[config.mk]
export PLATFORM = sky130hd
export DESIGN_NAME = gpint_top
export DESIGN_NICKNAME = d
export VERILOG_FILES = /design/src/rtl/gpint_pkg.sv /design/src/rtl/gpint_sync.sv /design/src/rtl/gpint_cfg.sv /design/src/rtl/gpint_detect.sv /design/src/rtl/gpint_top.sv
export SDC_FILE = /design/constraint.sdc
export NUM_CORES = 1
export LEC_CHECK = 0
export ABC_CLOCK_PERIOD_IN_PS = 1950
export BUFFER_PORTS_ARGS = -buffer_cell sky130_fd_sc_hd__buf_2
export CORE_UTILIZATION = 45
export CTS_BUF_LIST = sky130_fd_sc_hd__clkbuf_8 sky130_fd_sc_hd__clkbuf_16
export DETAILED_ROUTE_END_ITERATION = 10
export PLACE_DENSITY = 0.68
export SLEW_MARGIN = 40
export SYNTH_ARGS = -nofsm -noshare
export SYNTH_HDL_FRONTEND = slang
export SYNTH_SLANG_ARGS = --single-unit
[constraint.sdc]
create_clock -name clk -period 1.95 [get_ports clk]
set_input_delay 0.195 -clock clk [delete_from_list [all_inputs] [get_ports clk]]
set_output_delay 0.195 -clock clk [all_outputs]
set_load 0.01 [all_outputs]
[src/rtl/gpint_pkg.sv]
package gpint_pkg;

  localparam int OFS_W = 12;

  localparam logic [OFS_W-1:0] OFS_SENSE = 12'h404;
  localparam logic [OFS_W-1:0] OFS_BOTH  = 12'h408;
  localparam logic [OFS_W-1:0] OFS_EVENT = 12'h40C;
  localparam logic [OFS_W-1:0] OFS_MASK  = 12'h410;
  localparam logic [OFS_W-1:0] OFS_RAW   = 12'h414;
  localparam logic [OFS_W-1:0] OFS_MSKD  = 12'h418;
  localparam logic [OFS_W-1:0] OFS_CLEAR = 12'h41C;

  typedef enum logic [2:0] {
    SEL_NONE,
    SEL_SENSE,
    SEL_BOTH,
    SEL_EVENT,
    SEL_MASK,
    SEL_RAW,
    SEL_MSKD,
    SEL_CLEAR
  } reg_sel_e;

  function automatic reg_sel_e decode_ofs(input logic [OFS_W-1:0] ofs);
    reg_sel_e s;
    case (ofs)
      OFS_SENSE: s = SEL_SENSE;
      OFS_BOTH:  s = SEL_BOTH;
      OFS_EVENT: s = SEL_EVENT;
      OFS_MASK:  s = SEL_MASK;
      OFS_RAW:   s = SEL_RAW;
      OFS_MSKD:  s = SEL_MSKD;
      OFS_CLEAR: s = SEL_CLEAR;
      default:   s = SEL_NONE;
    endcase
    return s;
  endfunction

endpackage

[src/rtl/gpint_sync.sv]
module gpint_sync #(
  parameter int W      = 8,
  parameter int STAGES = 2
) (
  input  logic         clk,
  input  logic         rst_n,
  input  logic [W-1:0] d,
  output logic [W-1:0] q
);
  logic [W-1:0] stg_q [STAGES];
  logic [W-1:0] stg_d [STAGES];

  genvar s;
  generate
    for (s = 0; s < STAGES; s++) begin : g_stage
      if (s == 0) begin : g_first
        assign stg_d[s] = d;
      end else begin : g_next
        assign stg_d[s] = stg_q[s-1];
      end
      always_ff @(posedge clk or negedge rst_n) begin
        if (!rst_n) stg_q[s] <= '0;
        else        stg_q[s] <= stg_d[s];
      end
    end
  endgenerate

  assign q = stg_q[STAGES-1];
endmodule

[src/rtl/gpint_cfg.sv]
module gpint_cfg
  import gpint_pkg::*;
#(
  parameter int N      = 8,
  parameter int ADDR_W = 12
) (
  input  logic              clk,
  input  logic              rst_n,
  input  logic              wr_en,
  input  logic [ADDR_W-1:0] addr,
  input  logic [N-1:0]      wdata,
  input  logic [N-1:0]      raw_i,
  output logic [N-1:0]      sense_o,
  output logic [N-1:0]      both_o,
  output logic [N-1:0]      event_o,
  output logic [N-1:0]      mask_o,
  output logic [N-1:0]      clr_o,
  output logic [N-1:0]      rdata
);
  reg_sel_e     sel;
  logic         ld_sense, ld_both, ld_event, ld_mask;
  logic [N-1:0] sense_q, both_q, event_q, mask_q;
  logic [N-1:0] sense_d, both_d, event_d, mask_d;

  assign sel = decode_ofs(OFS_W'(addr));

  always_comb begin
    ld_sense = wr_en && (sel == SEL_SENSE);
    ld_both  = wr_en && (sel == SEL_BOTH);
    ld_event = wr_en && (sel == SEL_EVENT);
    ld_mask  = wr_en && (sel == SEL_MASK);
    sense_d  = ld_sense ? wdata : sense_q;
    both_d   = ld_both  ? wdata : both_q;
    event_d  = ld_event ? wdata : event_q;
    mask_d   = ld_mask  ? wdata : mask_q;
    clr_o    = (wr_en && (sel == SEL_CLEAR)) ? wdata : '0;
  end

  always_ff @(posedge clk or negedge rst_n) begin
    if (!rst_n) begin
      sense_q <= '0;
      both_q  <= '0;
      event_q <= '0;
      mask_q  <= '0;
    end else begin
      sense_q <= sense_d;
      both_q  <= both_d;
      event_q <= event_d;
      mask_q  <= mask_d;
    end
  end

  always_comb begin
    case (sel)
      SEL_SENSE: rdata = sense_q;
      SEL_BOTH:  rdata = both_q;
      SEL_EVENT: rdata = event_q;
      SEL_MASK:  rdata = mask_q;
      SEL_RAW:   rdata = raw_i;
      SEL_MSKD:  rdata = raw_i & mask_q;
      default:   rdata = '0;
    endcase
  end

  assign sense_o = sense_q;
  assign both_o  = both_q;
  assign event_o = event_q;
  assign mask_o  = mask_q;
endmodule

[src/rtl/gpint_detect.sv]
module gpint_detect #(
  parameter int N = 8
) (
  input  logic         clk,
  input  logic         rst_n,
  input  logic [N-1:0] smp,
  input  logic [N-1:0] dir,
  input  logic [N-1:0] sense,
  input  logic [N-1:0] both,
  input  logic [N-1:0] evt,
  input  logic [N-1:0] clr,
  output logic [N-1:0] raw
);
  logic [N-1:0] prev_q;
  logic [N-1:0] raw_q, raw_d;
  logic [N-1:0] hit;

  genvar i;
  generate
    for (i = 0; i < N; i++) begin : g_line
      logic rise, fall, edge_hit, lvl_hit;
      always_comb begin
        rise     = smp[i] & ~prev_q[i];
        fall     = ~smp[i] & prev_q[i];
        edge_hit = ~dir[i] & ~sense[i] &
                   (both[i] ? (rise | fall) : (evt[i] ? rise : fall));
        lvl_hit  = sense[i] & (smp[i] == evt[i]);
        hit[i]   = edge_hit | lvl_hit;
      end
    end
  endgenerate

  always_comb raw_d = (raw_q & ~clr) | hit;

  always_ff @(posedge clk or negedge rst_n) begin
    if (!rst_n) begin
      prev_q <= '0;
      raw_q  <= '0;
    end else begin
      prev_q <= smp;
      raw_q  <= raw_d;
    end
  end

  assign raw = raw_q;
endmodule

[src/rtl/gpint_top.sv]
module gpint_top #(
  parameter int N_LINES     = 8,
  parameter int ADDR_W      = 12,
  parameter int SYNC_STAGES = 2
) (
  input  logic               clk,
  input  logic               rst_n,
  input  logic [N_LINES-1:0] pins,
  input  logic [N_LINES-1:0] dir,
  input  logic               wr_en,
  input  logic [ADDR_W-1:0]  addr,
  input  logic [N_LINES-1:0] wdata,
  output logic [N_LINES-1:0] rdata,
  output logic               irq
);
  logic [1:0]         rst_pipe_q;
  logic               rst_int_n;
  logic [N_LINES-1:0] smp, sense, both, evt, mask, clr, raw;

  always_ff @(posedge clk or negedge rst_n) begin
    if (!rst_n) rst_pipe_q <= '0;
    else        rst_pipe_q <= {rst_pipe_q[0], 1'b1};
  end
  assign rst_int_n = rst_pipe_q[1];

  gpint_sync #(.W(N_LINES), .STAGES(SYNC_STAGES)) u_sync (
    .clk(clk), .rst_n(rst_int_n), .d(pins), .q(smp)
  );

  gpint_cfg #(.N(N_LINES), .ADDR_W(ADDR_W)) u_cfg (
    .clk(clk), .rst_n(rst_int_n), .wr_en(wr_en), .addr(addr),
    .wdata(wdata), .raw_i(raw), .sense_o(sense), .both_o(both),
    .event_o(evt), .mask_o(mask), .clr_o(clr), .rdata(rdata)
  );

  gpint_detect #(.N(N_LINES)) u_det (
    .clk(clk), .rst_n(rst_int_n), .smp(smp), .dir(dir), .sense(sense),
    .both(both), .evt(evt), .clr(clr), .raw(raw)
  );

  assign irq = |(raw & mask);
endmodule

==> flow_metrics.env, run 1 <==
export IMPL_grt_pass1_vias=2447
export IMPL_routabilityCongestion=0.782
export IMPL_irDropWorstVdd_mv=0.510
export IMPL_switchingPower_w=0.000663
export IMPL_rows=30
export IMPL_insertion_delay_ns=0.34
export IMPL_period_needed_ns=1.88
export IMPL_skew_ns=0.00848
export IMPL_cts_tree="yes"
export IMPL_finalCoreUtilization_pct=59.3
export IMPL_crit_family="simple AND/OR/NAND/NOR gates"
export IMPL_p_int_w=0.00221
export IMPL_start_util_pct=47.4
export IMPL_outcome="finished clean"
export IMPL_nets=405
export IMPL_crit_path_cell_trace="buf_2 -> nor3_1 -> nand2_1 -> nor3_1 -> buf_4 -> a221o_1 -> buf_2"
export IMPL_tns_ns=0
export IMPL_whs_ns=0.146
export IMPL_rsz0062_at_grt="false"
export IMPL_hp_start="wdata[5]"
export IMPL_synth_top_area_cell="dfrtp_1"
export IMPL_die_area_um2=7650
export IMPL_grt_max_degree=65
export IMPL_reg2reg_from="u_sync.q[0]"
export IMPL_dp_cells=426
export IMPL_drt_wirelength_per_cell_um=16.8
export IMPL_via_per_inst=5.47
export IMPL_setup_viol=0
export IMPL_timing_hold_violations_final=0
export IMPL_startpoint="addr[5]"
export IMPL_ant_nets=0
export IMPL_die_y_um=87.5
export IMPL_cts_buffers=9
export IMPL_power_leakage_nw=1.95
export IMPL_hpwl_um=5370
export IMPL_seq_area_frac_synth_pct=50.2
export IMPL_worstPathRequired_ns=1.75
export IMPL_worstSetupPathType="input port to output port"
export IMPL_netlist_area_um2=3290
export IMPL_synthTopCellsByArea="dfrtp_1 (50%), mux2_2 (14%), ha_1 (6.1%)"
export IMPL_p_clk_share_pct=43.2
export IMPL_critPathCaptureType="output port"
export IMPL_worstSetupStartpointType="input port"
export IMPL_finalWirelength_um=7590
export IMPL_min_path_type="input port to flop"
export IMPL_clk_pin_slew_worst_paths_ns=0.07
export IMPL_avgSynthCellArea_um2=12.3
export IMPL_io_pins=48
export IMPL_stdcell_count=451
export IMPL_layout_common_cells="dfrtp_1 (65), buf_2 (47), mux2_2 (40), inv_1 (25), buf_4 (19)"
export IMPL_pwr_share_seq_pct=49.3
export IMPL_ys_types=33
export IMPL_syn_nets=322
export IMPL_place_ws_ns=0.0567
export IMPL_drtPass1Iterations=5
export IMPL_clock_path_buffers=2
export IMPL_drc=0
export IMPL_grt_ovfl_total=0
export IMPL_combPwrFrac_pct=7.4
export IMPL_cp_max_fo=5
export IMPL_ys_warnings_count=0
export IMPL_worstMarginPinSlew_ns=0.517
export IMPL_drv_slew=0
export IMPL_grt_usage_pct=22.0
export IMPL_finalCritPeriodShare_pct=96.2
export IMPL_switching_share_pct=23.0
export IMPL_h_tree_depth=3
export IMPL_dr_total_vias=2467
export IMPL_num_antenna_cells=0
export IMPL_fp_dieW_um=87.5
export IMPL_clock_sinks=66
export IMPL_drive_gt1_share_pct=37.5
export IMPL_worst_path_buf_inv=3
export IMPL_synthDominantCellAreaShare_pct=50.2
export IMPL_critPathSlowestCell="nor3_1"
export IMPL_root_buffer="clkbuf_8"
export IMPL_layout_commonest_cell="dfrtp_1"
export IMPL_yosys_register_bits=66
export IMPL_grt_pass1_wl_um=12300
export IMPL_port_buffers=47
export IMPL_critPathMaxStageDelay_ns=0.35
export IMPL_area_growth_pct=25.2
export IMPL_power_density_nw_per_um2=699
export IMPL_max_slew_margin_pct=65.5
export IMPL_antenna_found_initial=0
export IMPL_syn_instance_count=267
export IMPL_core_area_um2=6940
export IMPL_postCtsSetupBuffers=0
export IMPL_arrival_ns=1.68
export IMPL_first_iter_violations=104
export IMPL_fmax_mhz=533
export IMPL_fin_ws_ns=0.0748
export IMPL_maxCapViolations=0
stage by stage:
stage	power [W]	area [µm²]
CTS	0.00292	4110
global placement	0.00164	3800
floorplan	0.00154	3290
global route	0.00301	4120
finish	0.00288	4120
detailed placement	0.00165	3800
cells in the mapped netlist:
cell	number
a211o_1	8
ha_1	16
xnor2_1	8
buf_1	1
a221o_1	8
buf_6	1
and2_1	1
clkbuf_1	2
nor2_1	1
nor4_4	2
buf_2	1
nor3_4	1
nor3b_2	1
nand2_1	11
nor2b_1	8
nand3b_1	1
o2111ai_1	8
inv_1	25
a2111oi_0	8
nor3_2	1
conb_1	1
a21oi_1	8
a211oi_1	8
nand4_1	2
mux2_2	40
o21ai_0	8
or3_1	1
or3b_1	1
nand3_1	11
nor3_1	2
a22oi_1	4
nor4b_4	2
dfrtp_1	66
cell type report:
cell class | count | area (µm²)
Fill cell | 579 | 2830
Sequential cell | 66 | 1650
Multi-Input combinational cell | 171 | 1520
Timing Repair Buffer | 77 | 508
Clock buffer | 9 | 124
Tap cell | 96 | 120
Clock inverter | 7 | 93.8
Inverter | 25 | 93.8
per-layer routing:
metal  vias up  share of wire, %  track usage, %
met5         -                 0               0
li1       1157                 -               -
met2        72                50            37.4
met4         0               1.8            7.90
met1      1225                43            26.6
met3        13               4.9            6.35
power by group through the flow:
| stage | Clock (W) | Combinational, W | Sequential (W) |
|---|---|---|---|
| 2_1_floorplan | 0 | 0.0000840 | 0.00146 |
| 3_3_place_gp | 0 | 0.000196 | 0.00144 |
| 3_5_place_dp | 0 | 0.000199 | 0.00145 |
| 4_1_cts | 0.00128 | 0.000214 | 0.00142 |
| 5_1_grt | 0.00134 | 0.000240 | 0.00142 |
| 6_report | 0.00124 | 0.000214 | 0.00142 |
worst reg2reg max path, stage by stage, from the launching register on:
cell	delay, ns
dfrtp_1	0.42
inv_1	0.07
ha_1	0.13
nor2b_1	0.12
a211oi_1	0.06
a2111oi_0	0.44
a211o_1	0.15
worst paths after layout:
path / slack, ns / depth (start not counted) / to
worst max-delay path: 0.07 / 7 / rdata[1]
worst min-delay path: 0.15 / 2 / u_cfg.both_o[5]
worst max register to register: 0.51 / 6 / u_det.raw[0]
worst min register to register: 0.27 / 1 / u_cfg.sense_o[1]
max in group asynchronous: 1.39 / 1 / u_sync.q[3]
min in group asynchronous: 0.16 / 2 / rst_pipe_q[1]
logic make-up after synthesis:
kind of cell | Yosys count | share of synthesized area, %
mux | 40 | 13.7
fa+ha+maj | 16 | 6.09
compound gates | 60 | 14.0
other cells | 1 | 0.114
flops | 66 | 50.2
buf+inv | 30 | 3.69
simple gates | 46 | 10.0
xor+xnor | 8 | 2.13
registers in the layout, indices dropped and copies added, names as in the netlist:
register,cells
rst_pipe_q,2
u_cfg.event_o,8
u_cfg.both_o,8
u_det.raw,8
u_det.prev_q,8
u_sync.q,8
u_sync.stg_d,8
u_cfg.mask_o,8
u_cfg.sense_o,8
what timing repair did:
item / 4_1_cts / 5_1_grt
hold buffers: 9 / 0
setup endpoints to repair: 0 / 3
resized for setup: 0 / 2
hold endpoints to repair: 10 / 0
Power figures use the tool's default switching activity.
==> run 2: changes to the inputs <==
--- a/config.mk
+++ b/config.mk
@@ -5,12 +5,12 @@
 export SDC_FILE = /design/constraint.sdc
 export NUM_CORES = 1
 export LEC_CHECK = 0
-export ABC_CLOCK_PERIOD_IN_PS = 1950
+export ABC_CLOCK_PERIOD_IN_PS = 2400
 export BUFFER_PORTS_ARGS = -buffer_cell sky130_fd_sc_hd__buf_2
 export CORE_UTILIZATION = 45
 export CTS_BUF_LIST = sky130_fd_sc_hd__clkbuf_8 sky130_fd_sc_hd__clkbuf_16
 export DETAILED_ROUTE_END_ITERATION = 10
-export PLACE_DENSITY = 0.68
+export PLACE_DENSITY = 0.65
 export SLEW_MARGIN = 40
 export SYNTH_ARGS = -nofsm -noshare
 export SYNTH_HDL_FRONTEND = slang
==> constraint.sdc (replaced) <==
create_clock -name clk -period 2.4 [get_ports clk]
set_input_delay 0.24 -clock clk [delete_from_list [all_inputs] [get_ports clk]]
set_output_delay 0.24 -clock clk [all_outputs]
set_load 0.01 [all_outputs]
==> flow_metrics.env, run 2 (synthesis gave the netlist of run 1 again) <==
export IMPL_outcome="finished clean"
export IMPL_period_needed_ns=2.06
export IMPL_drv_slew=0
export IMPL_timing_hold_violations_final=0
export IMPL_layout_commonest_cell="dfrtp_1"
export IMPL_max_slew_margin_pct=65.3
export IMPL_fin_ws_ns=0.337
export IMPL_stdcell_count=439
export IMPL_tns_ns=0
export IMPL_multi_input_area_um2=1520
export IMPL_cts_buffers=9
export IMPL_grt_pass1_wl_um=11500
export IMPL_place_area_um2=3700
export IMPL_reg2reg_setup_slack_ns=0.84
export IMPL_layout_common_cells="dfrtp_1 (65), buf_2 (47), mux2_2 (40), inv_1 (26), ha_1 (16)"
export IMPL_drt_wirelength_per_cell_um=16.0
export IMPL_cts_tree="yes"
export IMPL_postCtsSetupBuffers=0
export IMPL_io_pins=48
export IMPL_via_per_inst=5.45
export IMPL_rr_worst_depth=6
export IMPL_grt_ovfl_total=0
export IMPL_worstSetupStartpointType="input port"
export IMPL_fmax_mhz=485
export IMPL_drc=0
export IMPL_whs_path_depth=2
export IMPL_area_growth_pct=21.3
export IMPL_dr_total_vias=2391
export IMPL_h_tree_depth=3
export IMPL_root_buffer="clkbuf_8"
export IMPL_fillers=591
export IMPL_rsz0062_at_grt="false"
export IMPL_nets=394
export IMPL_grt_max_degree=65
export IMPL_die_y_um=87.5
export IMPL_r2r_end="u_det.raw[6]"
export IMPL_design_area_um2=3990
export IMPL_clk_pin_slew_worst_paths_ns=0.07
export IMPL_arrival_ns=1.82
export IMPL_hold_end="u_cfg.both_o[0]"
export IMPL_grt_usage_pct=20.6
export IMPL_drive_gt1_share_pct=34.7
export IMPL_setup_viol=0
export IMPL_die_area_um2=7650
export IMPL_clock_sinks=66
export IMPL_port_buffers=47
export IMPL_antenna_found_initial=0
export IMPL_fp_dieW_um=87.5
export IMPL_ff_latch_area_um2=1650
export IMPL_drtPass1Iterations=4
export IMPL_finalWirelength_um=7020
export IMPL_worstMarginPinSlew_ns=0.507
export IMPL_place_ws_ns=0.312
export IMPL_ant_nets=0
export IMPL_num_antenna_cells=0
export IMPL_core_area_um2=6940
export IMPL_grt_pass1_vias=2344
export IMPL_rows=30
export IMPL_maxCapViolations=0
export IMPL_clock_path_buffers=2
export IMPL_min_path_type="input port to flop"
export IMPL_hp_start="wdata[0]"
export IMPL_routabilityCongestion=0.776
export IMPL_power_density_nw_per_um2=565
export IMPL_dp_cells=415
export IMPL_cp_max_fo=11
export IMPL_hpwl_um=4800
export IMPL_first_iter_violations=52
export IMPL_finalCritPeriodShare_pct=86.0
export IMPL_start_util_pct=47.4
export IMPL_worstPathRequired_ns=2.16
export IMPL_reg2reg_from="u_sync.q[6]"
export IMPL_worstSetupPathType="input port to output port"
export IMPL_critPathCaptureType="output port"
export IMPL_irDropWorstVdd_mv=0.351
export IMPL_power_leakage_nw=1.89
export IMPL_skew_ns=0.00570
export IMPL_insertion_delay_ns=0.36
run 2: critical path, cell delays in order:
cell     delay, ns
buf_2         0.14
or3b_1        0.59
nor4b_4       0.34
buf_4         0.17
a221o_1       0.19
buf_2         0.14
run 2: report_power, final:
part	internal (W)	total [W]	switching (W)
registers	0.00114	0.00115	0.0000178
logic	0.0000759	0.000164	0.0000879
clock network	0.000523	0.000936	0.000413
total	0.00174	0.00225	0.000519
run 2: area by class of cell:
class / instances / share of cell area, %
Multi-Input combinational cell: 171 / 38.0
Timing Repair Buffer: 66 / 10.3
Clock buffer: 11 / 3.79
Sequential cell: 66 / 41.4
Inverter: 25 / 2.35
Tap cell: 96 / 3.01
Clock inverter: 4 / 1.10
run 2: per-layer routing:
| layer | up-vias | track usage, % | wire length (µm) |
|---|---|---|---|
| met1 | 1155 | 27.2 | 3360 |
| met3 | 22 | 4.08 | 355 |
| met2 | 74 | 30.5 | 3010 |
| met5 | - | 0 | 0 |
| met4 | 0 | 14.3 | 287 |
| li1 | 1140 | - | - |
run 2: repair_timing:
item | in CTS | in global routing
endpoints found under the hold margin | 10 | 0
hold buffers | 9 | 0
resized for setup | 0 | 0
run 2: worst max-delay path by stage:
stage / start / to / slack [ns]
6_report: addr[3] / rdata[0] / 0.34
5_1_grt: addr[3] / rdata[1] / 0.26
4_1_cts: addr[3] / rdata[0] / 0.35
3_5_place_dp: addr[3] / u_det.raw[5] / 0.31
3_3_place_gp: addr[3] / u_det.raw[2] / 0.32
2_1_floorplan: rst_pipe_q[1] / u_cfg.both_o[0] / 0.43
run 2: per-stage QoR:
step / hold slack (ns) / utilization (%) / total power, W
detailed placement: 0.0263 / 53.4 / 0.00133
floorplan: -0.0556 / - / 0.00125
global route: 0.178 / 57.5 / 0.00235
CTS: 0.163 / 57.5 / 0.00228
finish: 0.174 / 57.5 / 0.00225
global placement: 0.0249 / 53.4 / 0.00132
